## src/rtl/fracn_pkg.sv

```systemverilog
package fracn_pkg;

  // Length of the single start-up division cycle after reset
  localparam int unsigned START_RATIO = 1;

  // What the down-counter does on a given clock edge
  typedef enum logic [1:0] {
    STEP_HOLD  = 2'd0,
    STEP_COUNT = 2'd1,
    STEP_WRAP  = 2'd2
  } step_e;

endpackage

```

## src/rtl/fracn_accum.sv

```systemverilog
module fracn_accum #(
  parameter int unsigned FRAC_W = 4
) (
  input  logic              clk,
  input  logic              rst_n,
  input  logic              step,
  input  logic [FRAC_W-1:0] k_in,
  output logic              carry_nxt,
  output logic              carry_q,
  output logic [FRAC_W-1:0] res_q
);

  localparam int unsigned SUM_W = FRAC_W + 1;

  logic [SUM_W-1:0]  sum;
  logic [FRAC_W-1:0] res_d;
  logic              carry_d;

  always_comb begin
    sum       = {1'b0, res_q} + {1'b0, k_in};
    carry_nxt = sum[FRAC_W];
    res_d     = res_q;
    carry_d   = carry_q;
    if (step) begin
      res_d   = sum[FRAC_W-1:0];
      carry_d = sum[FRAC_W];
    end
  end

  always_ff @(posedge clk or negedge rst_n) begin
    if (!rst_n) begin
      res_q   <= '0;
      carry_q <= 1'b0;
    end else begin
      res_q   <= res_d;
      carry_q <= carry_d;
    end
  end

endmodule

```

## src/rtl/fracn_downcnt.sv

```systemverilog
module fracn_downcnt
  import fracn_pkg::*;
#(
  parameter int unsigned CNT_W = 9
) (
  input  logic             clk,
  input  logic             rst_n,
  input  logic             stb,
  input  logic [CNT_W-1:0] load_val,
  output logic             term
);

  localparam logic [CNT_W-1:0] ONE = CNT_W'(1);

  logic [CNT_W-1:0] cnt_q;
  logic [CNT_W-1:0] cnt_d;
  step_e            step;

  always_comb begin
    if (!stb)             step = STEP_HOLD;
    else if (cnt_q == ONE) step = STEP_WRAP;
    else                  step = STEP_COUNT;
  end

  assign term = (step == STEP_WRAP);

  always_comb begin
    case (step)
      STEP_WRAP:  cnt_d = load_val;
      STEP_COUNT: cnt_d = cnt_q - ONE;
      default:    cnt_d = cnt_q;
    endcase
  end

  always_ff @(posedge clk or negedge rst_n) begin
    if (!rst_n) cnt_q <= CNT_W'(START_RATIO);
    else        cnt_q <= cnt_d;
  end

endmodule

```

## src/rtl/fracn_divctl.sv

```systemverilog
module fracn_divctl
  import fracn_pkg::*;
#(
  parameter int unsigned INT_W  = 8,
  parameter int unsigned FRAC_W = 4
) (
  input  logic              clk,
  input  logic              rst_n,
  input  logic              cyc_stb,
  input  logic [INT_W-1:0]  int_n,
  input  logic [FRAC_W-1:0] frac_k,
  output logic              div_out,
  output logic              acc_carry,
  output logic [FRAC_W-1:0] acc_res,
  output logic [INT_W:0]    div_ratio
);

  localparam int unsigned RAT_W = INT_W + 1;

  logic             cyc_end;
  logic             carry_nxt;
  logic [RAT_W-1:0] ratio_nxt;
  logic [RAT_W-1:0] ratio_d;
  logic [RAT_W-1:0] ratio_q;
  logic             pulse_q;

  fracn_accum #(.FRAC_W(FRAC_W)) u_accum (
    .clk       (clk),
    .rst_n     (rst_n),
    .step      (cyc_end),
    .k_in      (frac_k),
    .carry_nxt (carry_nxt),
    .carry_q   (acc_carry),
    .res_q     (acc_res)
  );

  always_comb begin
    ratio_nxt = {1'b0, int_n} + RAT_W'(carry_nxt);
    ratio_d   = cyc_end ? ratio_nxt : ratio_q;
  end

  fracn_downcnt #(.CNT_W(RAT_W)) u_cnt (
    .clk      (clk),
    .rst_n    (rst_n),
    .stb      (cyc_stb),
    .load_val (ratio_nxt),
    .term     (cyc_end)
  );

  always_ff @(posedge clk or negedge rst_n) begin
    if (!rst_n) begin
      ratio_q <= RAT_W'(START_RATIO);
      pulse_q <= 1'b0;
    end else begin
      ratio_q <= ratio_d;
      pulse_q <= cyc_end;
    end
  end

  assign div_out   = pulse_q;
  assign div_ratio = ratio_q;

endmodule

```

## config.mk

```make
export PLATFORM = sky130hd
export DESIGN_NAME = fracn_divctl
export DESIGN_NICKNAME = d
export VERILOG_FILES = /design/src/rtl/fracn_pkg.sv /design/src/rtl/fracn_accum.sv /design/src/rtl/fracn_downcnt.sv /design/src/rtl/fracn_divctl.sv
export SDC_FILE = /design/constraint.sdc
export NUM_CORES = 1
export LEC_CHECK = 0
export CORE_MARGIN = 4
export CORE_UTILIZATION = 50
export CTS_CLUSTER_SIZE = 30
export DETAILED_ROUTE_END_ITERATION = 12
export PLACE_DENSITY = 0.78
export SLEW_MARGIN = 20
export SYNTH_ARGS = -nofsm -noshare
export SYNTH_HDL_FRONTEND = slang
export SYNTH_SLANG_ARGS = --single-unit
```

## constraint.sdc

```tcl
create_clock -name clk -period 2.7 [get_ports clk]
set_clock_uncertainty 0.05 [all_clocks]
set_input_delay 0.54 -clock clk [delete_from_list [all_inputs] [get_ports clk]]
set_output_delay 0.54 -clock clk [all_outputs]
set_load 0.02 [all_outputs]
```

* Word level (Yosys, flattened, before mapping)
Cells that the tools add are included.
** Cells by class
- Eq/ne operators :: 3
- Add/subtract/negate cells :: 3
- Bitwise operators :: 0
- Muxes and demuxes :: 3
- $lt $le $gt $ge :: 0
- $mul :: 0
- Reductions and logical operators :: 1
- Shift operators :: 0
- Divide/modulo/power cells :: 0
** Operators with widths (number)
- case mux 9 bit (2 select lines) :: 1
- adder 8 x 1 -> 9 bit :: 1
- equality test 9 x 1 -> 1 bit, second input constant :: 1
- subtractor 9 x 1 -> 9 bit, second input constant :: 1
- adder 4 x 4 -> 5 bit :: 1
- two-way mux 2 bit :: 2
- equality test 2 x 1 -> 1 bit, second input constant :: 1
- equality test 2 bit, second input constant :: 1
- nonzero test 2 bit :: 1
** Word-level totals
- Bits in latches :: 0
- Memories :: 0
- Output and inout port bits :: 15
- Bits in read-only memories :: 0
- Bits of input ports :: 15
- Register bits after elaboration :: 24
- Bits in writable memories :: 0
- Word-level logic and storage cells :: 15

* Longest topological paths before layout
Gate-level depths: netlist of the first run.
- Word-level depth :: 5
- Gate-level depth with buffers :: 10

* Modules after synthesis
A second synthesis of the first run with hierarchy kept.
** Second synthesis, totals
- Cells, all modules :: 140
- Area, all modules :: 1415.1 sq um
** By module, submodules not included
- fracn_downcnt :: area each 570.5 sq um, cells each 62, times used 1
- fracn_divctl :: area each 499.2 sq um, cells each 46, times used 1
- fracn_accum :: area each 345.3 sq um, cells each 32, times used 1

* Least setup slack after synthesis of the first run
Ideal clock, no wire load.
- Kind :: input to register
- From :: in frac_k[0]
- To :: reg u_cnt.cnt_q[6]
- Library setup time :: 0.128 ns
- Path slack :: 0.138 ns
- Buffers on the path :: 0
- Stages on the path :: 10
- Arrival time :: 2.384 ns
- Cells stage by stage :: ha_1 > fa_1 > a21o_1 > a21o_1 > ha_1 > ha_1 > and3_1 > nand3_1 > xor2_1 > mux2i_1
** On the way
- Word-level cells in the longest chain between the ends :: 3
** RTL lines
- start: declaration :: RTL line fracn_divctl.sv:11 : input logic [FRAC_W-1:0] frac_k,
- adder 4 x 4 -> 5 bit :: RTL line fracn_accum.sv:20 : sum = {1'b0, res_q} + {1'b0, k_in};
- via carry_nxt :: RTL line fracn_divctl.sv:21 : logic carry_nxt;
- adder 8 x 1 -> 9 bit :: RTL line fracn_divctl.sv:38 : ratio_nxt = {1'b0, int_n} + RAT_W'(carry_nxt);
- case mux 9 bit (2 select lines) :: RTL line fracn_downcnt.sv:28 : case (step)
- end signal: assignment :: RTL line fracn_downcnt.sv:36 : if (!rst_n) cnt_q <= CNT_W'(START_RATIO);
- end signal: assignment :: RTL line fracn_downcnt.sv:37 : else cnt_q <= cnt_d;
- end: declaration :: RTL line fracn_downcnt.sv:15 : logic [CNT_W-1:0] cnt_q;
The timed path passes the listed nets, and every way through them passes these cells.
A chain may end at the register's enable or synchronous reset.

* Worst setup path in the final report of the first run
- From :: in frac_k[0]
- To :: reg u_cnt.cnt_q[2]
The elaborated chain is that of the path after synthesis.

==> flow_metrics.py, run 1 <==
metrics = {
    "floorplan": {
        "rows": 18,
        "start_util": 0.5403,
        "io_pins": 30,
        "die_area_um2": 3653,
        "die_x_um": 60.44,
        "die_y_um": 60.44,
        "core_um2": 2545,
    },
    "power_and_ir_drop": {
        "ir_drop_uv": 592.6,
        "p_leak_nw": 0.7912,
        "power_density_nw_per_um2": 931.4,
        "p_total_mw": 1.648,
    },
    "yosys": {
        "yosys_register_bits": 24,
        "ys_top_cells_by_count": "dfrtp_1, nand2_1, nor2_1",
        "synthDistinctLibCells": 39,
        "ys_seq_area_frac": 0.4386,
        "synthCells": 137,
        "synth-edff-count": 0,
        "yosys.area.top_type_share": 0.4004,
        "synth_ff_type": "dfrtp_1",
        "synth.avg_cell_area_um2": 10.04,
        "netlist_top_cells_area": "dfrtp_1, ha_1, nand2_1",
        "yosysMostFrequentCell": "dfrtp_1",
        "syn_area_um2": 1375,
        "yosys.area.top_type": "dfrtp_1",
        "ys_warn_count": 0,
        "synth_nets": 161,
        "async_reset_ff_frac": 1.000,
    },
    "place": {
        "dp_hpwl_mm": 2.335,
        "gp_congestion": 0.8409,
        "dpl.cell_count": 197,
        "port_buffers": 29,
    },
    "worst_setup_path": {
        "max_stage_delay_ns": 0.40,
        "cp_slowest_cell": "clkdlybuf4s50_1",
        "critical_path_buf_inv_count": 2,
        "critPathTopFamily": "adder cells",
        "arrival_ns": 2.79,
        "reg2reg_depth": 5,
        "path_cells": "clkdlybuf4s50_1, ha_2, fa_2, a21o_1, a21o_1, ha_1, ha_1, buf_4, xnor2_2, a311oi_1",
        "r2r_setup_slack_ns": 0.27,
        "cp-start-kind": "input pin",
        "cp_max_fo": 2,
        "worst-path-stages": 10,
        "path_class": "input pin to register",
        "crit_start": "frac_k[0]",
        "required_ns": 2.88,
        "r2r-start": "u_cnt.cnt_q[0]$_DFFE_PN1P_",
        "r2r_end": "div_ratio[3]$_DFFE_PN0P_",
        "endpoint_kind": "register",
        "endpoint": "u_cnt.cnt_q[2]$_DFFE_PN0P_",
    },
    "routing": {
        "remaining_drc_errors": 0,
        "drtIter0Drc": 28,
        "first_pass_iters": 4,
        "wl_per_cell_um": 14.71,
        "vias_per_cell": 5.418,
        "via_count": 1089,
        "totalWireLength_mm": 2.956,
        "postRouteAntennaNets": 0,
    },
    "sta": {
        "tightest_slew_ns": 0.5705,
        "slew_viol_final": 0,
        "slew-limit-headroom": 0.6185,
        "finalCritPeriodShare": 0.9633,
        "setup_viol": 0,
        "hold_viol": 0,
        "rsz0062_at_grt": "false",
        "fmax_ghz": 0.3845,
        "min_period_ns": 2.601,
    },
    "finish": {
        "area_delta_synth_final_pct": 28.66,
        "n_antenna_cell": 0,
        "fin_cells": 201,
        "final.fill_count": 207,
        "final_nets": 196,
        "drive_gt1_frac": 0.1637,
    },
    "clocking": {
        "clock_latency_ns": 0.32,
        "cts_hold_buffers": 0,
        "cts_setup_buffers": 0,
        "cts_buffer_depth": 2,
        "path_clk_slew_ns": 0.13,
        "h-tree-depth": 1,
        "cts.sinks": 24,
        "clockRootBuffer": "clkbuf_4",
        "cts-buffers-inserted": 3,
        "tritoncts": "yes",
    },
    "grt": {
        "antenna_found_initial": 0,
        "grt_first_pass_wirelength_mm": 5.112,
        "grt_max_degree": 19,
        "grt_overflow": 0,
        "grt_pass1_vias": 1121,
        "grtUsageTotal": 0.1892,
    },
    "min_path": {
        "whs_path_depth": 2,
        "hold_class": "register to register",
    },
    "job": {
        "maxCapViolations": 0,
    },
    "outcome": {
        "status": "finished clean",
    },
}
-- kinds of logic (layout without fill, tap and decap cells) --
group / Yosys count / after routing / share of synthesized area
and+or+nand+nor: 58 / 58 / 0.2157
buffers and inverters: 10 / 44 / 0.04276
xor gates and xnor gates: 13 / 13 / 0.08280
adders and majority gates: 9 / 9 / 0.08736
AOI/OAI and AO/OA: 19 / 19 / 0.1019
DFF: 24 / 24 / 0.4386
muxes: 4 / 4 / 0.03094
-- flip-flops by register name, summed over array words and instances, names as in the netlist --
| signal | cells |
|---|---|
| u_accum.res_q | 4 |
| u_cnt.cnt_q | 9 |
| u_accum.carry_q | 1 |
| div_ratio | 9 |
| div_out | 1 |
-- layout make-up --
cell class	instances	area, µm²	area share
flip-flops and latches	24	603.1	0.3409
multi-input cells	103	730.7	0.4130
inverters	3	11.26	0.006365
repair buffers	37	350.3	0.1980
clock buffers	4	36.28	0.02051
well taps	30	37.54	0.02122
-- cell usage in the layout (no fill, tap or decap), types with 2 or more instances in the layout --
master	netlist	layout
a21oi_1	3	3
dfstp_2	2	2
nor2_1	15	15
o21ai_0	2	2
buf_4	0	8
nand2_1	21	21
xnor2_1	8	7
clkbuf_4	0	3
mux2_2	2	2
a21oi_2	3	3
nand3_1	4	3
or3_1	2	2
nor3_1	5	5
inv_1	3	3
clkdlybuf4s50_1	0	29
dfrtp_1	22	22
xor2_1	5	5
mux2i_1	2	2
ha_1	8	7
a21o_1	4	4
nor4_1	2	2
-- layer usage --
| metal | global-route usage | vias to the layer above | wire, µm |
|---|---|---|---|
| li1 | - | 538 | - |
| met1 | 0.2375 | 516 | 1337 |
| met2 | 0.3194 | 28 | 1419 |
| met3 | 0.02766 | 7 | 127 |
| met4 | 0.09288 | 0 | 72 |
| met5 | 0 | - | 0 |
-- report_power, final --
part	internal (mW)	switching [mW]
sequential	0.517	0.148
clock	0.0825	0.109
combinational	0.407	0.384
total	1.01	0.641
-- what timing repair did --
action                                  4_1_cts  5_1_grt
resized for setup                             1        3
endpoints found under the hold margin         0        0
endpoints found under the setup margin        1        6
-- through the flow --
| step | setup WS (ns) | hold slack (ns) | TNS, ns | area, µm² | util |
|---|---|---|---|---|---|
| global route | 0.002425 | 0.4402 | 0 | 1769 | 0.6952 |
| detailed placement | -0.3598 | 0.3959 | -3.350 | 1715 | 0.6740 |
| global placement | -0.3125 | 0.3941 | -2.916 | 1715 | 0.6740 |
| floorplan | 0.1385 | 0.1944 | 0 | 1375 | - |
| CTS | 0.007255 | 0.4151 | 0 | 1759 | 0.6912 |
| finish | 0.09900 | 0.4137 | 0 | 1769 | 0.6952 |
-- worst reg2reg max path, delay by kind of cell, from the launching register on --
family,cells,cell delay [ns]
fa+ha+maj,1,0.14
flops,1,0.58
simple gates,4,1.56
-- worst min path at each step --
stage | start | endpoint | slack, ns
floorplan | rst_n | div_out$_DFF_PN0_ | 0.19
global placement | div_ratio[0]$_DFFE_PN1P_ | div_ratio[0]$_DFFE_PN1P_ | 0.39
detailed placement | div_ratio[0]$_DFFE_PN1P_ | div_ratio[0]$_DFFE_PN1P_ | 0.40
CTS | div_ratio[0]$_DFFE_PN1P_ | div_ratio[0]$_DFFE_PN1P_ | 0.42
global route | div_ratio[0]$_DFFE_PN1P_ | div_ratio[0]$_DFFE_PN1P_ | 0.44
finish | div_ratio[0]$_DFFE_PN1P_ | div_ratio[0]$_DFFE_PN1P_ | 0.41
(Power assumes the default switching activity.)
==> inputs of run 2 (changes only) <==
- CTS_BUF_LIST: not set -> sky130_fd_sc_hd__clkbuf_8
==> flow_metrics.py, run 2 (synthesized netlist as in run 1, its figures left out) <==
metrics = {
    "grt": {
        "antenna_found_initial": 0,
        "grt_max_degree": 19,
        "grt_pass1_vias": 1124,
        "grtUsageTotal": 0.1856,
        "grt_overflow": 0,
        "grt_first_pass_wirelength_mm": 5.092,
    },
    "place": {
        "dp_hpwl_mm": 2.335,
        "gp_congestion": 0.8409,
        "dpl_worst_slack_ns": -0.3598,
        "place_area_um2": 1715,
        "port_buffers": 29,
    },
    "worst_setup_path": {
        "crit_start": "frac_k[0]",
        "r2r-start": "u_cnt.cnt_q[0]$_DFFE_PN1P_",
        "cp-start-kind": "input pin",
        "required_ns": 2.79,
        "endpoint_kind": "register",
        "arrival_ns": 2.70,
        "r2r_end": "div_ratio[3]$_DFFE_PN0P_",
        "cp_max_fo": 2,
        "r2r_setup_slack_ns": 0.27,
        "path_class": "input pin to register",
        "reg2reg_depth": 5,
    },
    "power_and_ir_drop": {
        "ir_drop_uv": 558.5,
        "p_sw_mw": 0.6449,
        "pwr-share-seq": 0.389,
        "power_density_nw_per_um2": 940.9,
        "comb_power_share": 0.470,
        "intPower_mw": 1.063,
        "p_clk_frac": 0.141,
        "p_leak_nw": 0.8018,
        "swShare": 0.3775,
    },
    "finish": {
        "area_delta_synth_final_pct": 32.03,
        "seqCellArea_um2": 603.1,
        "n_antenna_cell": 0,
        "fin_area_um2": 1815,
        "drive_gt1_frac": 0.1977,
        "multi_input_area_um2": 750.7,
        "final_util": 0.7134,
        "layout_common_cells": "clkdlybuf4s50_1, dfrtp_1, nand2_1",
        "final.fill_count": 193,
        "final_nets": 197,
        "layout_commonest_cell": "clkdlybuf4s50_1",
    },
    "clocking": {
        "path_clk_slew_ns": 0.09,
        "tritoncts": "yes",
        "h-tree-depth": 1,
        "cts.sinks": 24,
        "clock_latency_ns": 0.26,
        "cts_hold_buffers": 0,
        "clockRootBuffer": "clkbuf_8",
        "cts_buffer_depth": 2,
        "cts-buffers-inserted": 3,
    },
    "floorplan": {
        "rows": 18,
        "die_x_um": 60.44,
        "die_y_um": 60.44,
        "start_util": 0.5403,
        "io_pins": 30,
        "core_um2": 2545,
        "die_area_um2": 3653,
    },
    "sta": {
        "setup_viol": 0,
        "finalCritPeriodShare": 0.9647,
        "fmax_ghz": 0.3839,
        "slew-limit-headroom": 0.6231,
        "worst_slack_ns": 0.09523,
        "min_period_ns": 2.605,
        "tightest_slew_ns": 0.5635,
        "hold_viol": 0,
        "slew_viol_final": 0,
        "rsz0062_at_grt": "false",
    },
    "routing": {
        "totalWireLength_mm": 2.988,
        "vias_per_cell": 5.416,
        "postRouteAntennaNets": 0,
        "via_count": 1094,
        "first_pass_iters": 4,
        "remaining_drc_errors": 0,
        "drtIter0Drc": 15,
        "wl_per_cell_um": 14.79,
    },
    "min_path": {
        "whs_path_depth": 2,
        "hold_class": "register to register",
        "hp-start": "div_ratio[0]$_DFFE_PN1P_",
        "whs_endpoint": "div_ratio[0]$_DFFE_PN1P_",
    },
    "job": {
        "maxCapViolations": 0,
    },
    "outcome": {
        "status": "finished clean",
    },
}
## run 2: power by group through the flow
stage / registers, mW / clock network [mW] / logic (mW)
floorplan: 0.736 / 0 / 0.397
global placement: 0.655 / 0 / 0.772
detailed placement: 0.667 / 0 / 0.794
CTS: 0.664 / 0.243 / 0.802
global route: 0.685 / 0.259 / 0.890
finish: 0.665 / 0.240 / 0.803
## run 2: repair_timing
item | CTS | global route
setup buffers | 0 | 1
endpoints found under the setup margin | 6 | 6
pin swaps | 0 | 2
endpoints found under the hold margin | 0 | 0
gates resized for setup | 3 | 6
## run 2: critical path, stage by stage
cell	delay [ns]
clkdlybuf4s50_1	0.40
ha_2	0.20
fa_2	0.34
a21o_1	0.18
a21o_1	0.19
ha_2	0.18
ha_2	0.17
and3_4	0.16
xnor2_1	0.15
and2_4	0.17
a21oi_2	0.03
## run 2: how the worst max path moves through the flow
stage | end | slack, ns | cells after the start
2_1_floorplan | u_cnt.cnt_q[6]$_DFFE_PN0P_ | 0.14 | 10
3_3_place_gp | u_cnt.cnt_q[2]$_DFFE_PN0P_ | -0.31 | 10
3_5_place_dp | u_cnt.cnt_q[2]$_DFFE_PN0P_ | -0.36 | 10
4_1_cts | u_cnt.cnt_q[6]$_DFFE_PN0P_ | 0.009 | 11
5_1_grt | u_cnt.cnt_q[2]$_DFFE_PN0P_ | 0.02 | 10
6_report | u_cnt.cnt_q[4]$_DFFE_PN0P_ | 0.1 | 11
## run 2: cell type report
| type | instances | share of cell area |
|---|---|---|
| clock buffer | 4 | 0.03032 |
| inverter | 3 | 0.006203 |
| multi-input combinational | 103 | 0.4135 |
| sequential | 24 | 0.3322 |
| tap | 30 | 0.02068 |
| timing repair buffer | 38 | 0.1971 |
## run 2: metrics by stage
step	hold slack [ns]	power [mW]	std cells	setup TNS, ns
floorplan	0.1944	1.133	137	0
global placement	0.3941	1.428	197	-2.916
detailed placement	0.3959	1.461	197	-3.350
CTS	0.4084	1.709	201	0
global route	0.4336	1.835	202	0
finish	0.4071	1.708	202	0
## run 2: layer usage
metal	wire [µm]	track usage
met5	0	0
met4	50	0.06502
met3	118	0.02979
met2	1504	0.3225
met1	1315	0.2348
==> inputs of run 3 (changes only) <==
- CORE_MARGIN: 4 -> not set
==> flow_metrics.py, run 3 (synthesized netlist as in run 1, its figures left out) <==
metrics = {
    "sta": {
        "worst_slack_ns": 0.09263,
        "setup_viol": 0,
        "rsz0062_at_grt": "false",
        "slew_viol_final": 0,
        "hold_ws_ns": 0.4126,
        "finalCritPeriodShare": 0.9657,
        "fmax_ghz": 0.3835,
        "min_period_ns": 2.607,
        "slew-limit-headroom": 0.6636,
        "tightest_slew_ns": 0.5009,
        "setup_tns_ns": 0,
        "hold_viol": 0,
    },
    "floorplan": {
        "start_util": 0.5403,
        "core_um2": 2545,
        "rows": 18,
        "die_area_um2": 2964,
        "die_x_um": 54.44,
        "io_pins": 30,
        "die_y_um": 54.44,
    },
    "place": {
        "port_buffers": 29,
        "dpl_worst_slack_ns": -0.3991,
        "dp_hpwl_mm": 2.165,
        "gp_congestion": 0.7913,
    },
    "clocking": {
        "cts_hold_buffers": 0,
        "cts-buffers-inserted": 3,
        "clock_latency_ns": 0.27,
        "clockRootBuffer": "clkbuf_8",
        "cts_buffer_depth": 2,
        "path_clk_slew_ns": 0.09,
        "tritoncts": "yes",
        "h-tree-depth": 1,
        "cts.sinks": 24,
    },
    "finish": {
        "area_delta_synth_final_pct": 32.03,
        "layout_common_cells": "clkdlybuf4s50_1, dfrtp_1, nand2_1",
        "final.fill_count": 192,
        "layout_commonest_cell": "clkdlybuf4s50_1",
        "drive_gt1_frac": 0.1977,
        "final_nets": 197,
        "n_antenna_cell": 0,
    },
    "routing": {
        "first_pass_iters": 4,
        "totalWireLength_mm": 2.925,
        "via_count": 1082,
        "remaining_drc_errors": 0,
        "wl_per_cell_um": 14.48,
        "drtIter0Drc": 17,
        "postRouteAntennaNets": 0,
        "vias_per_cell": 5.356,
    },
    "worst_setup_path": {
        "r2r_end": "div_ratio[3]$_DFFE_PN0P_",
        "path_cells": "clkdlybuf4s50_1, ha_2, fa_2, a21o_1, a21o_1, ha_2, ha_2, and3_4, xnor2_1, and2_4, a21oi_2",
        "crit_start": "frac_k[0]",
        "path_class": "input pin to register",
        "endpoint": "u_cnt.cnt_q[4]$_DFFE_PN0P_",
        "endpoint_kind": "register",
        "reg2reg_depth": 5,
        "r2r_setup_slack_ns": 0.24,
        "r2r-start": "u_cnt.cnt_q[0]$_DFFE_PN1P_",
        "required_ns": 2.81,
        "crit_top_cell": "ha_2",
        "cp_max_fo": 2,
        "cp_slowest_cell": "clkdlybuf4s50_1",
        "arrival_ns": 2.72,
        "cp-start-kind": "input pin",
        "max_stage_delay_ns": 0.41,
    },
    "power_and_ir_drop": {
        "p_leak_nw": 0.8015,
        "ir_drop_uv": 730.9,
        "power_density_nw_per_um2": 949.8,
        "p_total_mw": 1.724,
    },
    "grt": {
        "grt_overflow": 0,
        "grt_first_pass_wirelength_mm": 4.705,
        "grt_pass1_vias": 1022,
        "antenna_found_initial": 0,
        "grtUsageTotal": 0.2276,
        "grt_max_degree": 25,
    },
    "outcome": {
        "status": "finished clean",
    },
    "job": {
        "maxCapViolations": 0,
    },
    "min_path": {
        "hold_class": "register to register",
    },
}
## run 3: cell counts in the layout (fill, tap and decap cells not counted)
Identical to the previous run, type by type.
## run 3: through the flow
stage / cells / area (µm²) / utilization
after global placement: 196 / 1708 / 0.6711
after CTS: 201 / 1783 / 0.7006
after global routing: 202 / 1815 / 0.7134
after floorplan: 137 / 1375 / -
final: 202 / 1815 / 0.7134
after detailed placement: 196 / 1708 / 0.6711
## run 3: timing repair
item,CTS,global route
pin swaps,0,2
setup endpoints to repair,6,6
gates cloned,0,0
resized for setup,4,5
endpoints found under the hold margin,0,0
setup buffers,1,1
## run 3: cell type report
| type | instances | area [µm²] | area share |
|---|---|---|---|
| repair buffers | 38 | 357.8 | 0.1971 |
| multi-input cells | 103 | 750.7 | 0.4135 |
| flip-flops and latches | 24 | 603.1 | 0.3322 |
| clock buffers | 4 | 55.05 | 0.03032 |
| inverters | 3 | 11.26 | 0.006203 |
| well taps | 30 | 37.54 | 0.02068 |
## run 3: worst min-delay path by stage
stage	from	endpoint	slack (ns)	cells after the start
after detailed placement	div_ratio[0]$_DFFE_PN1P_	div_ratio[0]$_DFFE_PN1P_	0.40	2
after global placement	div_ratio[0]$_DFFE_PN1P_	div_ratio[0]$_DFFE_PN1P_	0.40	2
after floorplan	rst_n	div_out$_DFF_PN0_	0.19	0
after global routing	div_ratio[0]$_DFFE_PN1P_	div_ratio[0]$_DFFE_PN1P_	0.45	2
final	div_ratio[0]$_DFFE_PN1P_	div_ratio[0]$_DFFE_PN1P_	0.41	2
after CTS	div_ratio[0]$_DFFE_PN1P_	div_ratio[0]$_DFFE_PN1P_	0.42	2
## run 3: layer usage
layer | GRT usage | wire length (µm) | vias up
li1 | - | - | 545
met1 | 0.2991 | 1423 | 506
met2 | 0.3720 | 1372 | 27
met3 | 0.03056 | 100 | 4
met4 | 0.09829 | 29 | 0
met5 | 0 | 0 | -
## run 3: worst max-delay path: cells and delay by family
family / cells / cell delay [ns]
xor+xnor: 1 / 0.16
buf+inv: 1 / 0.41
compound gates: 3 / 0.39
fa+ha+maj: 4 / 0.89
simple gates: 2 / 0.34
## run 3: power by group
part | switching [mW] | internal (mW) | total, mW | leakage [nW]
clock network | 0.125 | 0.131 | 0.256 | 0.0288
registers | 0.141 | 0.518 | 0.659 | 0.297
logic | 0.388 | 0.422 | 0.810 | 0.476
total | 0.654 | 1.07 | 1.72 | 0.801
